===== src/rtl/msg_pkg.sv =====
package msg_pkg;
  localparam int TILES  = 16;
  localparam int ID_W   = $clog2(TILES);
  localparam int WORD_W = 32;

  typedef enum logic [1:0] {
    PK_SEMA  = 2'b00,
    PK_RDREQ = 2'b01,
    PK_RDRSP = 2'b10,
    PK_DONE  = 2'b11
  } pk_kind_e;
endpackage


===== src/rtl/msg_pend_tbl.sv =====
module msg_pend_tbl
  import msg_pkg::*;
#(
  parameter int N = TILES
) (
  input  logic            clk,
  input  logic            rst_n,
  input  logic            set_en,
  input  logic [ID_W-1:0] set_id,
  input  logic            clr_en,
  input  logic [ID_W-1:0] clr_id,
  input  logic [ID_W-1:0] qry_id,
  output logic            qry_busy
);
  logic [N-1:0] pend_q, pend_d, set_hit, clr_hit;

  for (genvar g = 0; g < N; g++) begin : g_dec
    assign set_hit[g] = set_en && (set_id == ID_W'(g));
    assign clr_hit[g] = clr_en && (clr_id == ID_W'(g));
  end

  always_comb begin
    pend_d = (pend_q & ~clr_hit) | set_hit;
  end

  always_ff @(posedge clk or negedge rst_n) begin
    if (!rst_n) pend_q <= '0;
    else        pend_q <= pend_d;
  end

  assign qry_busy = pend_q[qry_id];

  // a completion only ever arrives for a destination that is pending
  p_done_matches_r4: assert property (@(posedge clk) disable iff (!rst_n)
    clr_en |-> pend_q[clr_id]);
endmodule


===== src/rtl/msg_sema_bank.sv =====
module msg_sema_bank
  import msg_pkg::*;
#(
  parameter int N      = TILES,
  parameter int ADDR_W = 16,
  parameter int LEN_W  = 4
) (
  input  logic              clk,
  input  logic              rst_n,
  input  logic              set_en,
  input  logic [ID_W-1:0]   set_src,
  input  logic [ADDR_W-1:0] set_addr,
  input  logic [LEN_W-1:0]  set_len,
  input  logic              take_en,
  output logic              any_set,
  output logic [ID_W-1:0]   pick_src,
  output logic [ADDR_W-1:0] pick_addr,
  output logic [LEN_W-1:0]  pick_len
);
  logic [N-1:0]      vld_q, vld_d, hit;
  logic [ADDR_W-1:0] addr_q [N];
  logic [ADDR_W-1:0] addr_d [N];
  logic [LEN_W-1:0]  len_q  [N];
  logic [LEN_W-1:0]  len_d  [N];
  logic [ID_W-1:0]   rr_q, rr_d, cand;
  logic              found;

  for (genvar g = 0; g < N; g++) begin : g_hit
    assign hit[g] = set_en && (set_src == ID_W'(g));
  end

  // round-robin search starting at rr_q
  always_comb begin
    found    = 1'b0;
    pick_src = rr_q;
    cand     = rr_q;
    for (int k = 0; k < N; k++) begin
      cand = rr_q + ID_W'(k);
      if (!found && vld_q[cand]) begin
        found    = 1'b1;
        pick_src = cand;
      end
    end
  end

  assign any_set   = found;
  assign pick_addr = addr_q[pick_src];
  assign pick_len  = len_q[pick_src];

  always_comb begin
    vld_d  = vld_q;
    addr_d = addr_q;
    len_d  = len_q;
    rr_d   = rr_q;
    for (int k = 0; k < N; k++) begin
      if (hit[k]) begin
        vld_d[k]  = 1'b1;
        addr_d[k] = set_addr;
        len_d[k]  = set_len;
      end
    end
    if (take_en) begin
      vld_d[pick_src] = 1'b0;
      rr_d            = pick_src + ID_W'(1);
    end
  end

  always_ff @(posedge clk or negedge rst_n) begin
    if (!rst_n) begin
      vld_q <= '0;
      rr_q  <= '0;
      for (int k = 0; k < N; k++) begin
        addr_q[k] <= '0;
        len_q[k]  <= '0;
      end
    end else begin
      vld_q  <= vld_d;
      rr_q   <= rr_d;
      addr_q <= addr_d;
      len_q  <= len_d;
    end
  end

  // one outstanding message per pair, so an entry is never overwritten
  p_no_overwrite_r6: assert property (@(posedge clk) disable iff (!rst_n)
    set_en |-> !vld_q[set_src]);
endmodule


===== src/rtl/msg_rd_server.sv =====
module msg_rd_server
  import msg_pkg::*;
#(
  parameter int ADDR_W = 16
) (
  input  logic              clk,
  input  logic              rst_n,
  input  logic              req_valid,
  input  logic [ID_W-1:0]   req_src,
  input  logic [ADDR_W-1:0] req_addr,
  output logic              req_ready,
  output logic              mem_rd_en,
  output logic [ADDR_W-1:0] mem_rd_addr,
  input  logic [WORD_W-1:0] mem_rd_data,
  output logic              rsp_valid,
  output logic [ID_W-1:0]   rsp_dst,
  output logic [WORD_W-1:0] rsp_data,
  input  logic              rsp_take
);
  typedef enum logic [1:0] {S_IDLE, S_RD, S_LAT, S_TX} sst_e;
  sst_e              st_q, st_d;
  logic [ID_W-1:0]   src_q, src_d;
  logic [ADDR_W-1:0] addr_q, addr_d;
  logic [WORD_W-1:0] data_q, data_d;

  always_comb begin
    st_d   = st_q;
    src_d  = src_q;
    addr_d = addr_q;
    data_d = data_q;
    unique case (st_q)
      S_IDLE: if (req_valid) begin
        src_d  = req_src;
        addr_d = req_addr;
        st_d   = S_RD;
      end
      S_RD:  st_d = S_LAT;
      S_LAT: begin
        data_d = mem_rd_data;
        st_d   = S_TX;
      end
      S_TX:  if (rsp_take) st_d = S_IDLE;
      default: st_d = S_IDLE;
    endcase
  end

  always_ff @(posedge clk or negedge rst_n) begin
    if (!rst_n) begin
      st_q   <= S_IDLE;
      src_q  <= '0;
      addr_q <= '0;
      data_q <= '0;
    end else begin
      st_q   <= st_d;
      src_q  <= src_d;
      addr_q <= addr_d;
      data_q <= data_d;
    end
  end

  assign req_ready   = (st_q == S_IDLE);
  assign mem_rd_en   = (st_q == S_RD);
  assign mem_rd_addr = addr_q;
  assign rsp_valid   = (st_q == S_TX);
  assign rsp_dst     = src_q;
  assign rsp_data    = data_q;

  // a stalled response keeps its destination and word
  p_rsp_hold_r5: assert property (@(posedge clk) disable iff (!rst_n)
    rsp_valid && !rsp_take |=> rsp_valid && $stable(rsp_data) && $stable(rsp_dst));
endmodule


===== src/rtl/msg_consumer.sv =====
module msg_consumer
  import msg_pkg::*;
#(
  parameter int ADDR_W = 16,
  parameter int LEN_W  = 4
) (
  input  logic              clk,
  input  logic              rst_n,
  input  logic              any_set,
  input  logic [ID_W-1:0]   pick_src,
  input  logic [ADDR_W-1:0] pick_addr,
  input  logic [LEN_W-1:0]  pick_len,
  output logic              take_en,
  output logic              req_valid,
  output pk_kind_e          req_kind,
  output logic [ID_W-1:0]   req_dst,
  output logic [WORD_W-1:0] req_data,
  input  logic              req_take,
  input  logic              rsp_valid,
  input  logic [ID_W-1:0]   rsp_src,
  input  logic [WORD_W-1:0] rsp_data,
  output logic              dout_valid,
  output logic [ID_W-1:0]   dout_src,
  output logic [WORD_W-1:0] dout_data,
  output logic              dout_last
);
  typedef enum logic [1:0] {C_IDLE, C_REQ, C_WAIT, C_DONE} cst_e;
  cst_e              st_q, st_d;
  logic [ID_W-1:0]   src_q, src_d;
  logic [ADDR_W-1:0] base_q, base_d;
  logic [LEN_W-1:0]  last_q, last_d, idx_q, idx_d;
  logic              rsp_hit;

  assign rsp_hit = rsp_valid && (rsp_src == src_q);

  always_comb begin
    st_d       = st_q;
    src_d      = src_q;
    base_d     = base_q;
    last_d     = last_q;
    idx_d      = idx_q;
    take_en    = 1'b0;
    dout_valid = 1'b0;
    dout_last  = 1'b0;
    unique case (st_q)
      C_IDLE: if (any_set) begin
        take_en = 1'b1;
        src_d   = pick_src;
        base_d  = pick_addr;
        last_d  = pick_len;
        idx_d   = '0;
        st_d    = C_REQ;
      end
      C_REQ:  if (req_take) st_d = C_WAIT;
      C_WAIT: if (rsp_hit) begin
        dout_valid = 1'b1;
        dout_last  = (idx_q == last_q);
        if (idx_q == last_q) begin
          st_d = C_DONE;
        end else begin
          idx_d = idx_q + LEN_W'(1);
          st_d  = C_REQ;
        end
      end
      C_DONE: if (req_take) st_d = C_IDLE;
      default: st_d = C_IDLE;
    endcase
  end

  always_ff @(posedge clk or negedge rst_n) begin
    if (!rst_n) begin
      st_q   <= C_IDLE;
      src_q  <= '0;
      base_q <= '0;
      last_q <= '0;
      idx_q  <= '0;
    end else begin
      st_q   <= st_d;
      src_q  <= src_d;
      base_q <= base_d;
      last_q <= last_d;
      idx_q  <= idx_d;
    end
  end

  assign req_valid = (st_q == C_REQ) || (st_q == C_DONE);
  assign req_kind  = (st_q == C_DONE) ? PK_DONE : PK_RDREQ;
  assign req_dst   = src_q;
  assign req_data  = (st_q == C_DONE) ? '0 : WORD_W'(base_q + ADDR_W'(idx_q));
  assign dout_src  = src_q;
  assign dout_data = rsp_data;

  // the completion phase is entered only right after the final word
  p_done_after_last_r7: assert property (@(posedge clk) disable iff (!rst_n)
    $rose(st_q == C_DONE) |-> $past(dout_last));
endmodule


===== src/rtl/msg_sema_ctrl.sv =====
module msg_sema_ctrl
  import msg_pkg::*;
#(
  parameter int ADDR_W = 16,
  parameter int LEN_W  = 4
) (
  input  logic              clk,
  input  logic              rst_n,
  input  logic [ID_W-1:0]   my_id,
  input  logic              send_valid,
  input  logic [ID_W-1:0]   send_dst,
  input  logic [ADDR_W-1:0] send_addr,
  input  logic [LEN_W-1:0]  send_len,
  output logic              send_accept,
  output logic              send_busy,
  output logic              tx_valid,
  input  logic              tx_ready,
  output logic [1:0]        tx_kind,
  output logic [ID_W-1:0]   tx_src,
  output logic [ID_W-1:0]   tx_dst,
  output logic [WORD_W-1:0] tx_data,
  input  logic              rx_valid,
  output logic              rx_ready,
  input  logic [1:0]        rx_kind,
  input  logic [ID_W-1:0]   rx_src,
  input  logic [ID_W-1:0]   rx_dst,
  input  logic [WORD_W-1:0] rx_data,
  output logic              mem_rd_en,
  output logic [ADDR_W-1:0] mem_rd_addr,
  input  logic [WORD_W-1:0] mem_rd_data,
  output logic              dout_valid,
  output logic [ID_W-1:0]   dout_src,
  output logic [WORD_W-1:0] dout_data,
  output logic              dout_last
);
  localparam int SEMA_USED = ADDR_W + LEN_W;

  // incoming packet decode
  logic dst_ok, sema_ok, rdreq_ok;
  logic rx_sema, rx_rdreq, rx_rdrsp, rx_done;

  assign dst_ok   = (rx_dst == my_id);
  assign sema_ok  = ((rx_data >> SEMA_USED) == '0);
  assign rdreq_ok = ((rx_data >> ADDR_W) == '0);
  assign rx_sema  = rx_valid && dst_ok && (rx_kind == PK_SEMA) && sema_ok;
  assign rx_rdreq = rx_valid && dst_ok && (rx_kind == PK_RDREQ) && rdreq_ok;
  assign rx_rdrsp = rx_valid && dst_ok && (rx_kind == PK_RDRSP);
  assign rx_done  = rx_valid && dst_ok && (rx_kind == PK_DONE);

  // sub-block wires
  logic              pend_busy, sema_take;
  logic              srv_ready, srv_v, srv_take;
  logic [ID_W-1:0]   srv_dst;
  logic [WORD_W-1:0] srv_data;
  logic              any_set, take_en;
  logic [ID_W-1:0]   pick_src;
  logic [ADDR_W-1:0] pick_addr;
  logic [LEN_W-1:0]  pick_len;
  logic              con_v, con_take;
  pk_kind_e          con_kind;
  logic [ID_W-1:0]   con_dst;
  logic [WORD_W-1:0] con_data;
  logic              sema_v;

  assign rx_ready = !rx_rdreq || srv_ready;

  msg_pend_tbl #(.N(TILES)) u_pend (
    .clk     (clk),
    .rst_n   (rst_n),
    .set_en  (sema_take),
    .set_id  (send_dst),
    .clr_en  (rx_done),
    .clr_id  (rx_src),
    .qry_id  (send_dst),
    .qry_busy(pend_busy)
  );

  msg_sema_bank #(.N(TILES), .ADDR_W(ADDR_W), .LEN_W(LEN_W)) u_bank (
    .clk      (clk),
    .rst_n    (rst_n),
    .set_en   (rx_sema),
    .set_src  (rx_src),
    .set_addr (rx_data[LEN_W +: ADDR_W]),
    .set_len  (rx_data[LEN_W-1:0]),
    .take_en  (take_en),
    .any_set  (any_set),
    .pick_src (pick_src),
    .pick_addr(pick_addr),
    .pick_len (pick_len)
  );

  msg_rd_server #(.ADDR_W(ADDR_W)) u_srv (
    .clk        (clk),
    .rst_n      (rst_n),
    .req_valid  (rx_rdreq),
    .req_src    (rx_src),
    .req_addr   (rx_data[ADDR_W-1:0]),
    .req_ready  (srv_ready),
    .mem_rd_en  (mem_rd_en),
    .mem_rd_addr(mem_rd_addr),
    .mem_rd_data(mem_rd_data),
    .rsp_valid  (srv_v),
    .rsp_dst    (srv_dst),
    .rsp_data   (srv_data),
    .rsp_take   (srv_take)
  );

  msg_consumer #(.ADDR_W(ADDR_W), .LEN_W(LEN_W)) u_con (
    .clk       (clk),
    .rst_n     (rst_n),
    .any_set   (any_set),
    .pick_src  (pick_src),
    .pick_addr (pick_addr),
    .pick_len  (pick_len),
    .take_en   (take_en),
    .req_valid (con_v),
    .req_kind  (con_kind),
    .req_dst   (con_dst),
    .req_data  (con_data),
    .req_take  (con_take),
    .rsp_valid (rx_rdrsp),
    .rsp_src   (rx_src),
    .rsp_data  (rx_data),
    .dout_valid(dout_valid),
    .dout_src  (dout_src),
    .dout_data (dout_data),
    .dout_last (dout_last)
  );

  // transmit arbitration: served reads, then consumer traffic, then sends
  assign sema_v      = send_valid && !pend_busy;
  assign srv_take    = srv_v && tx_ready;
  assign con_take    = con_v && !srv_v && tx_ready;
  assign sema_take   = sema_v && !srv_v && !con_v && tx_ready;
  assign send_accept = sema_take;
  assign send_busy   = send_valid && pend_busy;

  assign tx_valid = srv_v || con_v || sema_v;
  assign tx_src   = my_id;

  always_comb begin
    if (srv_v) begin
      tx_kind = PK_RDRSP;
      tx_dst  = srv_dst;
      tx_data = srv_data;
    end else if (con_v) begin
      tx_kind = con_kind;
      tx_dst  = con_dst;
      tx_data = con_data;
    end else begin
      tx_kind = PK_SEMA;
      tx_dst  = send_dst;
      tx_data = WORD_W'({send_addr, send_len});
    end
  end

  // an accepted command leaves as a semaphore packet to its destination
  p_accept_sema_r2: assert property (@(posedge clk) disable iff (!rst_n)
    send_accept |-> tx_valid && (tx_kind == PK_SEMA) && (tx_dst == send_dst));
endmodule


===== config.mk =====
export PLATFORM = sky130hd
export DESIGN_NAME = msg_sema_ctrl
export DESIGN_NICKNAME = d
export VERILOG_FILES = /design/src/rtl/msg_pkg.sv /design/src/rtl/msg_pend_tbl.sv /design/src/rtl/msg_sema_bank.sv /design/src/rtl/msg_rd_server.sv /design/src/rtl/msg_consumer.sv /design/src/rtl/msg_sema_ctrl.sv
export SDC_FILE = /design/constraint.sdc
export NUM_CORES = 1
export LEC_CHECK = 0
export BUFFER_PORTS_ARGS = -buffer_cell sky130_fd_sc_hd__buf_2
export CORE_ASPECT_RATIO = 1.4
export CORE_MARGIN = 1.5
export CORE_UTILIZATION = 26
export DETAILED_ROUTE_END_ITERATION = 10
export PLACE_DENSITY = 0.43
export SKIP_CTS_REPAIR_TIMING = 1
export SLEW_MARGIN = 0
export SYNTH_ARGS = -nofsm -noshare
export SYNTH_HDL_FRONTEND = slang
export SYNTH_SLANG_ARGS = --single-unit

===== constraint.sdc =====
create_clock -name clk -period 6.7 [get_ports clk]
set_input_delay 0 -clock clk [delete_from_list [all_inputs] [get_ports clk]]
set_output_delay 0 -clock clk [all_outputs]
set_load 0.01 [all_outputs]

# After elaboration in Yosys (flattened, before gate mapping)
# Index checks and enable logic that the tools add are counted.
[totals]
output_inout_bits = 101
input_bits = 107
ff_bits = 440
elab_cells = 370
[op_classes]
n_mux = 117
n_eq_ne = 49
bitwise_logic = 6
magnitude_cmp = 20
reduce_logical = 116
add_sub_neg = 18
[ops]
columns = ["operator", "n"]
rows = [
  ["$mux 32", 3],
  ["$lt 4x5->1 const B", 18],
  ["$mux 4", 22],
  ["$logic_and 1x1->1", 80],
  ["$bmux 1 s4", 17],
  ["$bmux 16 s4", 1],
  ["$eq 4x4->1 const B", 16],
  ["$logic_not 32->1", 2],
  ["$mux 1", 56],
  ["$mux 16", 3],
  ["$add 4x4->4 const B", 8],
  ["$and 16x16->16", 2],
  ["$eq 4x3->1 const B", 8],
  ["$not 16->16", 2],
  ["$mux 2", 10],
  ["$logic_not 1->1", 19],
  ["$add 16x4->17", 1],
  ["$add 4x3->4 const B", 4],
  ["$bmux 4 s4", 1],
  ["$eq 4x2->1 const B", 4],
  ["$or 16x16->16", 1],
  ["$pmux 2 s4", 2],
  ["$add 4x1->4 const B", 3],
  ["$eq 2x2->1 const B", 6],
  ["17 further kinds", 37],
]

# Longest topological paths before layout
[depth]
depth_word = 55
mapped_depth = 23

# Modules after synthesis
# Synthesis repeated with hierarchy kept, for this count alone.
[unflattened]
cells_unflattened = 2222
area_unflattened_um2 = 24725.0
[modules_own_cells]
columns = ["mod", "area_each_um2", "n_inst", "cells_each"]
rows = [
  ["msg_sema_bank", 18659.1, 1, 1648],
  ["msg_consumer", 2234.6, 1, 246],
  ["msg_rd_server", 2179.6, 1, 124],
  ["msg_sema_ctrl", 834.6, 1, 129],
  ["msg_pend_tbl", 817.0, 1, 75],
]

# Worst setup path after synthesis
# OpenSTA, ideal clock, no wires.
[synth_timing]
path_type = "flip-flop to flip-flop"
from = "register u_bank.rr_q[0]"
to = "register u_con.base_q[6]"
setup_time_ns = 0.150
n_path_buf = 9
arrival_ns = 5.554
path_slack_ns = 0.996
stages_incl_launch_ff = 23
synth_period_minus_slack_ns = 5.704
required_time_ns = 6.550
path_cell_list = "dfrtp_1 -> buf_2 -> clkinv_1 -> buf_2 -> buf_1 -> clkbuf_1 -> ha_1 -> buf_2 -> mux4_2 -> mux4_2 -> clkbuf_1 -> nor4_1 -> or4b_2 -> o211a_4 -> and2_4 -> xnor2_4 -> buf_6 -> buf_6 -> buf_6 -> mux2i_1 -> mux2i_1 -> a32oi_1 -> a41oi_1"
[synth_between]
elab_chain_len = 52
elab_cells_between_ends = 113
classes_between = "add/sub (15); mux (66); bitwise (1); reduce/logical (31)"
[synth_lines]
columns = ["element", "line", "text"]
rows = [
  ["start, declared", "msg_sema_bank.sv:25", "logic [ID_W-1:0] rr_q, rr_d, cand;"],
  ["start signal, assigned", "msg_sema_bank.sv:78", "rr_q <= rr_d;"],
  ["parallel branches: the longest is 52 deep, another holds $add 4x1->4", "n/a", ""],
  ["end signal, assigned", "msg_consumer.sv:80", "base_q <= base_d;"],
  ["end, declared", "msg_consumer.sv:30", "logic [ADDR_W-1:0] base_q, base_d;"],
]
# Parallel ways; which one is timed is not known. The select of a mux whose other input is x is not followed.
# A chain may end at the register's enable or synchronous reset.

# Worst setup path in the final report
[layout_timing]
from = "register u_bank.rr_q[2]"
to = "register u_con.base_q[7]"
# The elaborated chain is that of the path after synthesis.

==> impl_metrics.py <==
metrics = {
    "run_status": {
        "status": "complete, but fails checks",
        "violations": "negative hold slack",
    },
    "timing": {
        "slew-limit-headroom_pct": 28.93,
        "tightest_slew_ns": 1.062,
        "fmax_mhz": 160.9,
        "timing.clock.skew_ns": 0.01995,
        "setup_violations": 0,
        "setup-tns-final_ns": 0,
        "finalCriticalPeriod_ns": 6.216,
        "hold_violations": 5,
        "rsz0062_at_grt": "no",
        "whs_ns": -0.02300,
        "fin_crit_sh_pct": 92.78,
        "maxSlewViolCount": 0,
    },
    "synth": {
        "synth_top_area_share_pct": 45.91,
        "synth-warning-count": 0,
        "synth.ff_latch_count": 440,
        "ys_seq_area_share_pct": 45.91,
        "synthArstFlopShare_pct": 100.0,
        "ys_top_cells_by_area": "dfrtp_1 (46%), mux2_2 (18%), mux2i_1 (5.9%), nand2_1 (4.2%), mux4_2 (3.7%)",
        "synth.largest_area_cell": "dfrtp_1",
        "ys.flop_type": "dfrtp_1",
        "ys_top_cells_by_count": "dfrtp_1 (440), mux2_2 (386), nand2_1 (269), mux2i_1 (142), clkbuf_1 (100)",
        "synth_area_mm2": 0.02398,
        "synthCells": 2126,
        "yosysMostFrequentCell": "dfrtp_1",
        "syn_avg_cell_area_um2": 11.28,
        "synth_cell_types": 76,
        "synth-edff-count": 0,
        "synth_nets": 2251,
    },
    "die": {
        "rows": 131,
        "io_pins": 208,
        "initial_utilization_pct": 26.27,
        "die_w_um": 259.7,
        "die_h_um": 362.4,
        "die_area_mm2": 0.09410,
        "fp.coreArea_mm2": 0.09130,
    },
    "route": {
        "drt_pass1_iterations": 8,
        "detail_route.wl_per_cell_um": 23.05,
        "routed_wirelength_um": 81470,
        "ant_nets": 0,
        "drtIter0Drc": 993,
        "drc": 0,
        "dr_total_vias": 17782,
        "drt-vias-per-instance": 5.030,
    },
    "flow_run": {
        "maxCapViolations": 0,
    },
    "clock_network": {
        "cts_sinks": 440,
        "h-tree-depth": 2,
        "root_buffer": "clkbuf_16",
        "cts.path.max_buffers": 3,
        "cts_tree": "built",
        "clk_latency_ns": 0.60,
        "clk_pin_slew_worst_paths_ns": 0.06,
        "numCtsBuffers": 47,
    },
    "finish": {
        "syn2layout_area_growth_pct": 17.51,
        "final_layout_size_suffix_gt1_share_pct": 33.53,
        "antennaDiodeCount": 0,
        "fin_nets": 2433,
    },
    "global_route": {
        "antenna_found_initial": 2,
        "grt_pass1_vias": 18221,
        "grt.total_usage_pct": 17.19,
        "grt_max_degree": 163,
        "grt_pass1_wl_um": 121800,
        "grt-ovfl-total": 0,
    },
    "place": {
        "gp_congestion": 0.8911,
        "placement.io_buffers": 207,
        "hpwl_um": 54170,
    },
    "worst_hold_path": {
        "min_path_type": "in -> reg",
    },
    "worst_setup_path": {
        "cp-start-kind": "flip-flop",
        "worst-path-max-fanout": 65,
        "critPathKind": "reg -> reg",
        "crit_required_ns": 7.13,
        "cp.arrival_ns": 6.65,
        "end_kind": "flip-flop",
    },
}
## flip-flops by register name, summed over array words and instances, names as in the netlist
register / flops
u_pend.pend_q: 16
u_con.st_q: 2
u_srv.mem_rd_addr: 16
u_srv.rsp_dst: 4
u_bank.rr_q: 4
u_bank.len_q: 64
u_con.dout_src: 4
u_con.last_q: 4
u_bank.addr_q: 256
u_srv.rsp_data: 32
u_bank.vld_q: 16
u_con.idx_q: 4
u_con.base_q: 16
u_srv.st_q: 2
## path summary, 6_finish.rpt
| path | cells past startpoint | from | slack [ns] | endpoint |
|---|---|---|---|---|
| min in group asynchronous | 2 | rst_n | 0 | u_bank.addr_q[17] |
| worst min register to register | 1 | u_pend.pend_q[13] | 0.49 | u_pend.pend_q[13] |
| worst min-delay path | 5 | rx_kind[0] | -0.02 | u_srv.st_q[1] |
| worst max register to register | 15 | u_bank.rr_q[2] | 0.48 | u_con.base_q[7] |
| worst max-delay path | 15 | u_bank.rr_q[2] | 0.48 | u_con.base_q[7] |
| max in group asynchronous | 3 | rst_n | 5.12 | u_bank.len_q[45] |
## stage by stage
stage	hold WS (ns)	area [um^2]	setup slack, ns	cells	util (%)
after floorplan	-0.2956	23980	0.9959	2126	-
final	-0.02300	28180	0.4838	3535	30.87
after detailed placement	0.1145	26160	0.5326	3399	28.65
after global routing	0.005315	28180	0.1535	3535	30.87
after CTS	-0.5389	27610	0.4899	3478	30.25
after global placement	0.1085	26160	0.5421	3399	28.65
## routing by layer
metal	share of wire, %	routed length, um	vias to the layer above	GRT usage (%)
met5	0.032	26	-	0
met4	3.5	2892	4	6.509
met3	3.4	2779	127	2.226
met1	40	32880	9253	20.27
li1	-	-	8018	-
met2	53	42890	380	31.35
## critical path: stages, from the launching register on
cell and delay [ns]:
dfrtp_1 0.67, inv_1 0.13, ha_1 0.72, mux4_2 0.63, mux4_2 0.58, inv_1 0.15
nand3_1 0.20, or4_1 0.71, o211a_4 0.38, and2_4 0.23, xnor2_4 0.35, buf_12 0.38
mux2i_1 0.25, mux2i_1 0.09, a32oi_1 0.28, a41oi_1 0.16
## layout make-up
type                       instances  area (um^2)
clock inverter                     7        45.04
clock buffer                      72         1413
multi-input combinational       1454        11890
tap                             1197         1498
sequential                       440        11010
inverter                          39        146.4
timing repair buffer             326         2182
fill                            9311        63110
## cells in the final DEF, fill, tap and decap left out, types with 11 or more instances in the layout
master         count
nand2_1          269
and2_1            15
clkbuf_1          13
a22oi_1           24
xnor2_1           24
nor3_1            13
nand3_1           77
a221oi_1          12
ha_1              16
a22o_1            11
buf_4             54
nor2_1            67
clkbuf_16         49
o21ai_0           49
nand2b_1          12
a41oi_1           16
o21ai_1           12
a21oi_1           38
buf_2            206
dfrtp_1          440
mux4_2            39
mux2i_1          142
or3_1             14
mux2_2           386
nor2b_1           11
and3_1            21
dlygate4sd3_1     57
xor2_1            15
inv_1             38
## cell families after synthesis
family | count (synthesis) | synth area share [%]
AND/OR/NAND/NOR | 552 | 10.64
flip-flops | 440 | 45.91
buffers and inverters | 232 | 4.789
XOR/XNOR | 41 | 1.654
AO/OA/AOI/OAI | 276 | 8.331
adder cells (fa/ha/maj) | 18 | 0.9703
multiplexers | 567 | 27.71
Power is left out: the tool's default activity adds up to more than one toggle a clock period on the data nets, which glitch-free logic cannot reach.
